<file path="src/rtl/mss_pkg.sv">
package mss_pkg;
  typedef enum logic [2:0] {
    S_HUNT, S_ST1, S_OP, S_DEV, S_REG, S_TA, S_RDAT, S_WDAT
  } mss_state_t;

  localparam logic [1:0] OP_RD = 2'b10;
  localparam logic [1:0] OP_WR = 2'b01;
endpackage

</file>
<file path="src/rtl/mss_preamble.sv">
// Counts consecutive ones while the controller is hunting; saturates at PRE_LEN.
module mss_preamble #(
  parameter int PRE_LEN = 32
) (
  input  logic clk,
  input  logic rst,
  input  logic en,
  input  logic bit_in,
  output logic full
);
  localparam int CW = $clog2(PRE_LEN + 1);
  localparam logic [CW-1:0] LIM = CW'(PRE_LEN);

  logic [CW-1:0] ones;

  always_ff @(posedge clk) begin
    if (rst || !en || !bit_in) ones <= '0;
    else if (ones != LIM)      ones <= ones + 1'b1;
  end

  assign full = (ones == LIM);
endmodule

</file>
<file path="src/rtl/mss_frame_ctl.sv">
// Field sequencer: start marker, opcode, device and register address, turnaround, data.
module mss_frame_ctl
  import mss_pkg::*;
#(
  parameter int DATA_W = 16,
  parameter int REG_AW = 5,
  parameter int DEV_AW = 5,
  parameter int SEL_W  = 2
) (
  input  logic              clk,
  input  logic              rst,
  input  logic              mdio_in,
  input  logic              strap,
  input  logic              pre_full,
  output logic              hunting,
  output logic [REG_AW-1:0] reg_addr,
  output logic              reg_rd,
  output logic              reg_wr,
  output logic [DATA_W-1:0] reg_wdata,
  output logic              tx_zero,
  output logic              tx_load,
  output logic              tx_shift,
  output logic              tx_release
);
  localparam int CW = $clog2(DATA_W);
  localparam logic [CW-1:0] L_TWO = CW'(1);
  localparam logic [CW-1:0] L_DEV = CW'(DEV_AW - 1);
  localparam logic [CW-1:0] L_REG = CW'(REG_AW - 1);
  localparam logic [CW-1:0] L_DAT = CW'(DATA_W - 1);
  localparam int HI_W = DEV_AW - SEL_W;

  mss_state_t        state;
  logic [CW-1:0]     cnt;
  logic              is_rd;
  logic [DATA_W-1:0] sh;
  logic [DATA_W-1:0] sh_next;
  logic [DEV_AW-1:0] own_dev;

  assign sh_next = {sh[DATA_W-2:0], mdio_in};
  assign own_dev = {{HI_W{1'b0}}, {SEL_W{strap}}};

  always_ff @(posedge clk) begin
    if (rst) begin
      state     <= S_HUNT;
      cnt       <= '0;
      is_rd     <= 1'b0;
      sh        <= '0;
      reg_addr  <= '0;
      reg_rd    <= 1'b0;
      reg_wr    <= 1'b0;
      reg_wdata <= '0;
    end else begin
      sh     <= sh_next;
      reg_rd <= 1'b0;
      reg_wr <= 1'b0;
      case (state)
        S_HUNT: if (!mdio_in && pre_full) state <= S_ST1;
        S_ST1: begin
          cnt   <= '0;
          state <= mdio_in ? S_OP : S_HUNT;
        end
        S_OP: begin
          if (cnt == L_TWO) begin
            cnt <= '0;
            if (sh_next[1:0] == OP_RD) begin
              is_rd <= 1'b1;
              state <= S_DEV;
            end else if (sh_next[1:0] == OP_WR) begin
              is_rd <= 1'b0;
              state <= S_DEV;
            end else begin
              state <= S_HUNT;
            end
          end else cnt <= cnt + 1'b1;
        end
        S_DEV: begin
          if (cnt == L_DEV) begin
            cnt   <= '0;
            state <= (sh_next[DEV_AW-1:0] == own_dev) ? S_REG : S_HUNT;
          end else cnt <= cnt + 1'b1;
        end
        S_REG: begin
          if (cnt == L_REG) begin
            cnt      <= '0;
            reg_addr <= sh_next[REG_AW-1:0];
            reg_rd   <= is_rd;
            state    <= S_TA;
          end else cnt <= cnt + 1'b1;
        end
        S_TA: begin
          if (cnt == L_TWO) begin
            cnt   <= '0;
            state <= is_rd ? S_RDAT : S_WDAT;
          end else cnt <= cnt + 1'b1;
        end
        S_RDAT: begin
          if (cnt == L_DAT) begin
            cnt   <= '0;
            state <= S_HUNT;
          end else cnt <= cnt + 1'b1;
        end
        S_WDAT: begin
          if (cnt == L_DAT) begin
            cnt       <= '0;
            reg_wdata <= sh_next;
            reg_wr    <= 1'b1;
            state     <= S_HUNT;
          end else cnt <= cnt + 1'b1;
        end
        default: state <= S_HUNT;
      endcase
    end
  end

  always_comb begin
    hunting    = (state == S_HUNT);
    tx_zero    = (state == S_TA) && (cnt == '0) && is_rd;
    tx_load    = (state == S_TA) && (cnt == L_TWO) && is_rd;
    tx_shift   = (state == S_RDAT) && (cnt != L_DAT);
    tx_release = (state == S_RDAT) && (cnt == L_DAT);
  end
endmodule

</file>
<file path="src/rtl/mss_tx_drive.sv">
// Registered line driver: turnaround zero, then read data MSB first.
module mss_tx_drive #(
  parameter int DATA_W = 16
) (
  input  logic              clk,
  input  logic              rst,
  input  logic              zero,
  input  logic              load,
  input  logic              shift,
  input  logic              release_line,
  input  logic [DATA_W-1:0] rdata,
  output logic              mdio_out,
  output logic              mdio_oe
);
  logic [DATA_W-1:0] sh;

  always_ff @(posedge clk) begin
    if (rst) begin
      sh       <= '0;
      mdio_out <= 1'b0;
      mdio_oe  <= 1'b0;
    end else if (zero) begin
      mdio_oe  <= 1'b1;
      mdio_out <= 1'b0;
    end else if (load) begin
      sh       <= rdata;
      mdio_out <= rdata[DATA_W-1];
    end else if (shift) begin
      sh       <= {sh[DATA_W-2:0], 1'b0};
      mdio_out <= sh[DATA_W-2];
    end else if (release_line) begin
      mdio_oe  <= 1'b0;
      mdio_out <= 1'b0;
    end
  end
endmodule

</file>
<file path="src/rtl/mgmt_serial_slave.sv">
module mgmt_serial_slave #(
  parameter int PRE_LEN = 32,
  parameter int DATA_W  = 16,
  parameter int REG_AW  = 5,
  parameter int DEV_AW  = 5,
  parameter int SEL_W   = 2
) (
  input  logic              mdc,
  input  logic              rst,
  input  logic              strap_sel,
  input  logic              mdio_in,
  output logic              mdio_out,
  output logic              mdio_oe,
  output logic [REG_AW-1:0] reg_addr,
  output logic              reg_rd,
  input  logic [DATA_W-1:0] reg_rdata,
  output logic              reg_wr,
  output logic [DATA_W-1:0] reg_wdata
);
  logic hunting, pre_full;
  logic tx_zero, tx_load, tx_shift, tx_release;

  mss_preamble #(.PRE_LEN(PRE_LEN)) u_pre (
    .clk(mdc), .rst(rst), .en(hunting), .bit_in(mdio_in), .full(pre_full)
  );

  mss_frame_ctl #(
    .DATA_W(DATA_W), .REG_AW(REG_AW), .DEV_AW(DEV_AW), .SEL_W(SEL_W)
  ) u_ctl (
    .clk(mdc), .rst(rst), .mdio_in(mdio_in), .strap(strap_sel),
    .pre_full(pre_full), .hunting(hunting),
    .reg_addr(reg_addr), .reg_rd(reg_rd), .reg_wr(reg_wr), .reg_wdata(reg_wdata),
    .tx_zero(tx_zero), .tx_load(tx_load), .tx_shift(tx_shift), .tx_release(tx_release)
  );

  mss_tx_drive #(.DATA_W(DATA_W)) u_tx (
    .clk(mdc), .rst(rst), .zero(tx_zero), .load(tx_load), .shift(tx_shift),
    .release_line(tx_release), .rdata(reg_rdata),
    .mdio_out(mdio_out), .mdio_oe(mdio_oe)
  );
endmodule

</file>
<file path="config.mk">
export PLATFORM = sky130hd
export DESIGN_NAME = mgmt_serial_slave
export DESIGN_NICKNAME = d
export VERILOG_FILES = /design/src/rtl/mss_pkg.sv /design/src/rtl/mss_preamble.sv /design/src/rtl/mss_frame_ctl.sv /design/src/rtl/mss_tx_drive.sv /design/src/rtl/mgmt_serial_slave.sv
export SDC_FILE = /design/constraint.sdc
export NUM_CORES = 1
export LEC_CHECK = 0
export BUFFER_PORTS_ARGS = -buffer_cell sky130_fd_sc_hd__buf_2
export CAP_MARGIN = 20
export CORE_UTILIZATION = 23
export DETAILED_ROUTE_END_ITERATION = 8
export PLACE_DENSITY = 0.5
export SETUP_SLACK_MARGIN = 0.15
export SYNTH_ARGS = -nofsm -noshare
export SYNTH_HDL_FRONTEND = slang
export SYNTH_SLANG_ARGS = --single-unit
</file>
<file path="constraint.sdc">
create_clock -name mdc -period 2.1 [get_ports mdc]
set_input_delay 0.315 -clock mdc [delete_from_list [all_inputs] [get_ports mdc]]
set_output_delay 0.315 -clock mdc [all_outputs]
set_load 0.01 [all_outputs]
</file>
# == Word-level counts from Yosys, hierarchy flattened ==
# Cells that the tools add are included.
# totals
reg_bits,69
wordCells,99
# classes
add_sub_neg,2
n_eq_ne,24
n_mux,27
bitwise,4
reduce_logical,30
# ops
operator,n
$mux W15,2
$mux W3,8
$pmux W3 S7,1
$pmux W4 S4,1
$eq A3 B3 Y1 const B,4
$mux W4,3
$ne A2 B1 Y1 const B,6
$mux W1,10
$reduce_or A2 Y1,5
$logic_and A1 B1 Y1,7
$add A6 B1 Y6 const B,1
$eq A3 B2 Y1 const B,2
$eq A6 B6 Y1 const B,1
$ne A6 B6 Y1 const B,1
$reduce_and A2 Y1,3
$reduce_and A3 Y1,2
$reduce_and A6 Y1,1
$reduce_bool A2 Y1,3
$eq A5 B2 Y1,1
$add A4 B1 Y4 const B,1
$eq A4 B1 Y1 const B,1
$eq A4 B3 Y1 const B,1
$eq A4 B4 Y1 const B,1
$logic_not A4 Y1,1
13 further kinds,20

# == Logic depth before layout (Yosys ltp) ==
# depth
word_depth,6
mapped_depth,8

# == Cells and area by module ==
# A second synthesis with hierarchy kept.
# hier_totals
hier_cells,324
hier_area_um2,3006.6
# modules_own_cells
module,instances,cells_each,area_per_inst_um2,seq_area_each_um2
mss_frame_ctl,1,214,1879.3,920.9
mss_tx_drive,1,77,817.0,340.3
mss_preamble,1,33,310.3,120.1

# == Worst setup path before layout ==
# Ideal clock, no wire load.
# synth_timing
kind,reg2reg
from,reg u_ctl.cnt[1]
to,reg u_tx.sh[11]
setup_time_ps,80
arrival_ps,1634
required_time_ps,2020
setup_slack_ps,385
stages_incl_launch_ff,9
path_buffers,3
cell_sequence,dfxtp_1 -> inv_1 -> ha_1 -> and4b_1 -> buf_6 -> or2_1 -> buf_2 -> buf_6 -> a211oi_2
# synth_via
elab_chain_len,5
word_cells_on_any_way,12
# synth_lines
item,line,rtl
"start, declared",mss_frame_ctl.sv:33,logic [CW-1:0] cnt;
"start signal, assigned",mss_frame_ctl.sv:74,end else cnt <= cnt + 1'b1;
"start signal, assigned",mss_frame_ctl.sv:80,end else cnt <= cnt + 1'b1;
"start signal, assigned",mss_frame_ctl.sv:88,end else cnt <= cnt + 1'b1;
$eq A4 B1 Y1 / $logic_not A4 Y1 (equally long branches),"mss_frame_ctl.sv:118, mss_frame_ctl.sv:117",
$logic_and A1 B1 Y1 (on tied branches) (2 in a row),"mss_frame_ctl.sv:118, mss_frame_ctl.sv:117",
$reduce_bool A2 Y1 (no source line) / $not A1 Y1 (equally long branches),n/a,
$reduce_and A2 Y1 (no source line),n/a,
"end signal, assigned",mss_tx_drive.sv:26,sh <= rdata;
"end signal, assigned",mss_tx_drive.sv:29,"sh <= {sh[DATA_W-2:0], 1'b0};"
"end, declared",mss_tx_drive.sv:15,logic [DATA_W-1:0] sh;
# Parallel ways exist; a longest one is shown, timed or not.
# A chain may end at the register's enable or synchronous reset.

# == Worst setup path in the final report ==
# layout_timing
from,reg u_ctl.cnt[0]
to,reg u_ctl.cnt[2]
# layout_via
elab_chain_len,3
word_cells_on_any_way,8
# layout_lines
item,line,rtl
$add A4 B1 Y4 (tied with other cells),n/a,
$mux W4 (on tied branches),n/a,
$pmux W4 S4 *,mss_frame_ctl.sv:56,case (state)
# Mark *: on every way between the ends. The rest lies on a longest branch, timed or not.

==> results.sh <==
export IMPL_status="completed"
export IMPL_regArea_um2=1380
export IMPL_r2r_cells=6
export IMPL_clk_path_buf_depth=2
export IMPL_synth_area_um2=2930
export IMPL_final_nets=383
export IMPL_hold_buffers=0
export IMPL_place_area_um2=3320
export IMPL_first_pass_iters=4
export IMPL_synthAdderAreaFrac_pct=2.57
export IMPL_hold_start="reg_rdata[0]"
export IMPL_ys_seq_area_share_pct=47.2
export IMPL_final_area_um2=3690
export IMPL_final_util_pct=30.2
export IMPL_dp_hpwl_um=4490
export IMPL_numCtsBuffers=9
export IMPL_cts_setup_buffers=0
export IMPL_hold_end="u_tx.sh[0]"
export IMPL_grt_max_degree=35
export IMPL_ys_ff_latch=69
export IMPL_route_detailed_drc=0
export IMPL_clockRootBuffer="clkbuf_16"
export IMPL_hold_viol=0
export IMPL_critical_path_required_ns=2.33
export IMPL_period_share_pct=87.3
export IMPL_use_met3_pct=3.11
export IMPL_antenna_found_initial=0
export IMPL_period_needed_ns=1.83
export IMPL_synth_compound_area_share_pct=13.7
export IMPL_ys_dominant_reg_cell="dfxtp_1"
export IMPL_top_usage_layer="met2"
export IMPL_synth_top_family_by_area="simple AND/OR/NAND/NOR gates"
export IMPL_vdd_ir_drop_max_uv=334
export IMPL_synth_edf_count=0
export IMPL_io_pins=45
export IMPL_slew_viol_final=0
export IMPL_cp_slowest_stage_delay_ns=0.52
export IMPL_fillers=1326
export IMPL_clk_latency_ns=0.32
export IMPL_slew_headroom_pct=63.2
export IMPL_grt_pass1_wl_um=10700
export IMPL_io_buffers=44
export IMPL_drive_gt1_share_pct=25.1
export IMPL_cp_cell_sequence="inv_1 > ha_1 > nor4bb_2 > a311oi_2 > a211oi_1 > nor4_1"
export IMPL_startpoint_type="register"
export IMPL_clk_pin_slew_ns=0.06
export IMPL_yosys_area_share_simple_pct=22.8
export IMPL_r2r_start="u_ctl.cnt[0]"
export IMPL_wl_per_cell_um=12.3
export IMPL_synth_xor_area_share_pct=1.50
export IMPL_async_reset_ff_share_pct=0
export IMPL_tightest_slew_ns=0.550
export IMPL_setup_tns_ns=0
export IMPL_cts_resized_gates=0
export IMPL_use_met1_pct=13.9
export IMPL_htreeDepth=3
export IMPL_worstHoldPathCells=3
export IMPL_initial_core_util_pct=24.0
export IMPL_cts_sinks=69
export IMPL_grt_overflow=0
export IMPL_vias_per_cell=4.31
export IMPL_finalSetupViolations=0
export IMPL_routed_wl_um=6520
export IMPL_multi_input_area_um2=1430
export IMPL_gr_usage_all_layers_pct=10.4
export IMPL_rrSetupSlack_ns=0.27
export IMPL_syn_area_per_cell_um2=9.32
export IMPL_final_antenna_net_count=0
export IMPL_cp_arrival_ns=2.06
export IMPL_hold_class="input port to register"
export IMPL_regToRegEndpoint="u_ctl.cnt[2]"
export IMPL_drtIter0Drc=107
export IMPL_synth_nets=340
export IMPL_rsz0062_at_grt="true"
export IMPL_synth_warnings=0
export IMPL_fmax_mhz=545
export IMPL_place_congestion=0.789
export IMPL_syn_inst=314
export IMPL_dp_cells=514
export IMPL_clock_skew_ns=0.00817
export IMPL_fp_coreArea_um2=12200
export IMPL_cts_tree="yes"
export IMPL_power_density_nw_per_um2=960
export IMPL_grt_pass1_vias=2197
export IMPL_die_area_um2=13200
export IMPL_synthMuxAreaShare_pct=7.87
export IMPL_rows=40
export IMPL_grt_util_met2_pct=15.8
export IMPL_endpoint_kind="register"
export IMPL_vias=2283
export IMPL_crit_fanout=6
export IMPL_antenna_cells=0
export IMPL_maxCapViolCount=0
export IMPL_p_leak_uw=0.00152
export IMPL_slowest_stage="a311oi_2"
export IMPL_critPathKind="register to register"
export IMPL_area_growth_pct=26.3
export IMPL_final_cells=530
export IMPL_yosys_cell_types_count=46
export IMPL_die_height_um=115
export IMPL_die_x_um=115
-- layout by cell type, fill, tap and decap left out, drive strengths merged, types with 2 or more instances in the layout --
cell / instances
a211oi: 17
ha: 6
or3: 2
xnor2: 3
nand3: 9
nand2b: 5
and3: 2
mux2i: 23
or2: 2
and4b: 2
a221oi: 2
bufinv: 3
clkbuf: 11
nand2: 42
xor2: 2
nor2: 24
nor3: 18
dfxtp: 69
nor2b: 15
inv: 6
buf: 53
nor3b: 3
a21oi: 23
or3b: 2
-- flip-flops by register name, indices dropped and copies added (netlist names) --
name             cells
u_ctl.is_rd          1
u_ctl.reg_wr         1
u_ctl.reg_wdata     16
u_tx.mdio_out        1
u_ctl.reg_rd         1
u_ctl.sh            15
u_pre.ones           6
u_ctl.reg_addr       5
u_tx.mdio_oe         1
u_tx.sh             15
u_ctl.state          3
u_ctl.cnt            4
-- how the worst max path moves through the flow --
stage	from	endpoint	slack (ns)	depth (start not counted)
6_report	u_ctl.cnt[0]	u_ctl.cnt[2]	0.27	6
5_1_grt	u_ctl.cnt[1]	u_ctl.state[0]	0.11	6
4_1_cts	u_ctl.cnt[0]	u_tx.sh[8]	0.20	5
3_5_place_dp	u_ctl.state[1]	u_tx.sh[8]	0.20	4
3_3_place_gp	u_ctl.state[1]	u_tx.sh[9]	0.29	4
2_1_floorplan	u_ctl.cnt[1]	u_tx.sh[11]	0.39	8
-- cells in the mapped netlist, drive strengths merged, types with 2 or more instances --
library cell | n | area [µm²]
and3 | 2 | 12.5
nand2 | 42 | 158
and4b | 2 | 23.8
a211oi | 17 | 178
or3 | 2 | 12.5
a221oi | 2 | 17.5
dfxtp | 69 | 1380
ha | 6 | 75.1
buf | 10 | 62.6
clkbuf | 11 | 41.3
xnor2 | 3 | 26.3
or2 | 2 | 12.5
xor2 | 2 | 17.5
a21oi | 23 | 115
nor2b | 15 | 93.8
inv | 6 | 22.5
nand2b | 5 | 31.3
nor2 | 24 | 92.6
nand3 | 9 | 50.1
mux2i | 23 | 230
nor3b | 3 | 22.5
nor3 | 18 | 95.1
or3b | 2 | 17.5
-- layer usage --
| metal | routed length, µm | up-vias | share of wire (%) |
|---|---|---|---|
| met3 | 273 | 9 | 4.2 |
| met1 | 3250 | 1061 | 50 |
| met4 | 81 | 0 | 1.2 |
| met5 | 0 | - | 0 |
| met2 | 2920 | 41 | 45 |
| li1 | - | 1172 | - |
-- area by class of cell --
| type | count | area share (%) |
|---|---|---|
| well taps | 168 | 5.69 |
| clock inverters | 5 | 2.88 |
| clock buffers | 11 | 6.84 |
| multi-input cells | 218 | 38.7 |
| inverters | 6 | 0.610 |
| repair buffers | 53 | 7.79 |
| flip-flops and latches | 69 | 37.5 |
-- through the flow --
step | hold WS (ns) | setup slack [ns] | total power, µW
2_1_floorplan | 0.417 | 0.385 | 1680
3_3_place_gp | 0.442 | 0.287 | 1770
3_5_place_dp | 0.444 | 0.200 | 1780
4_1_cts | 0.216 | 0.197 | 3580
5_1_grt | 0.233 | 0.107 | 3710
6_report | 0.227 | 0.266 | 3540
-- where the power goes --
| part | internal (µW) | switching [µW] |
|---|---|---|
| Combinational | 155 | 229 |
| Clock | 1230 | 552 |
| Sequential | 1340 | 39.0 |
| Total | 2720 | 821 |
-- worst max-delay path, delay by kind of cell (launching register included) --
kind / cells / cell delay [ns]
AO/OA/AOI/OAI: 2 / 0.62
adder cells (fa/ha/maj): 1 / 0.24
buffers and inverters: 1 / 0.05
flip-flops: 1 / 0.37
AND/OR/NAND/NOR: 2 / 0.46
-- cells by family (layout without fill, tap and decap cells) --
family,count (synthesis),count (layout)
adders and majority gates,6,6
xor gates and xnor gates,5,5
AOI/OAI and AO/OA,52,52
DFF,69,69
and+or+nand+nor,132,132
buffers and inverters,27,75
muxes,23,23
Note: power is estimated with default switching activity, not from simulation.
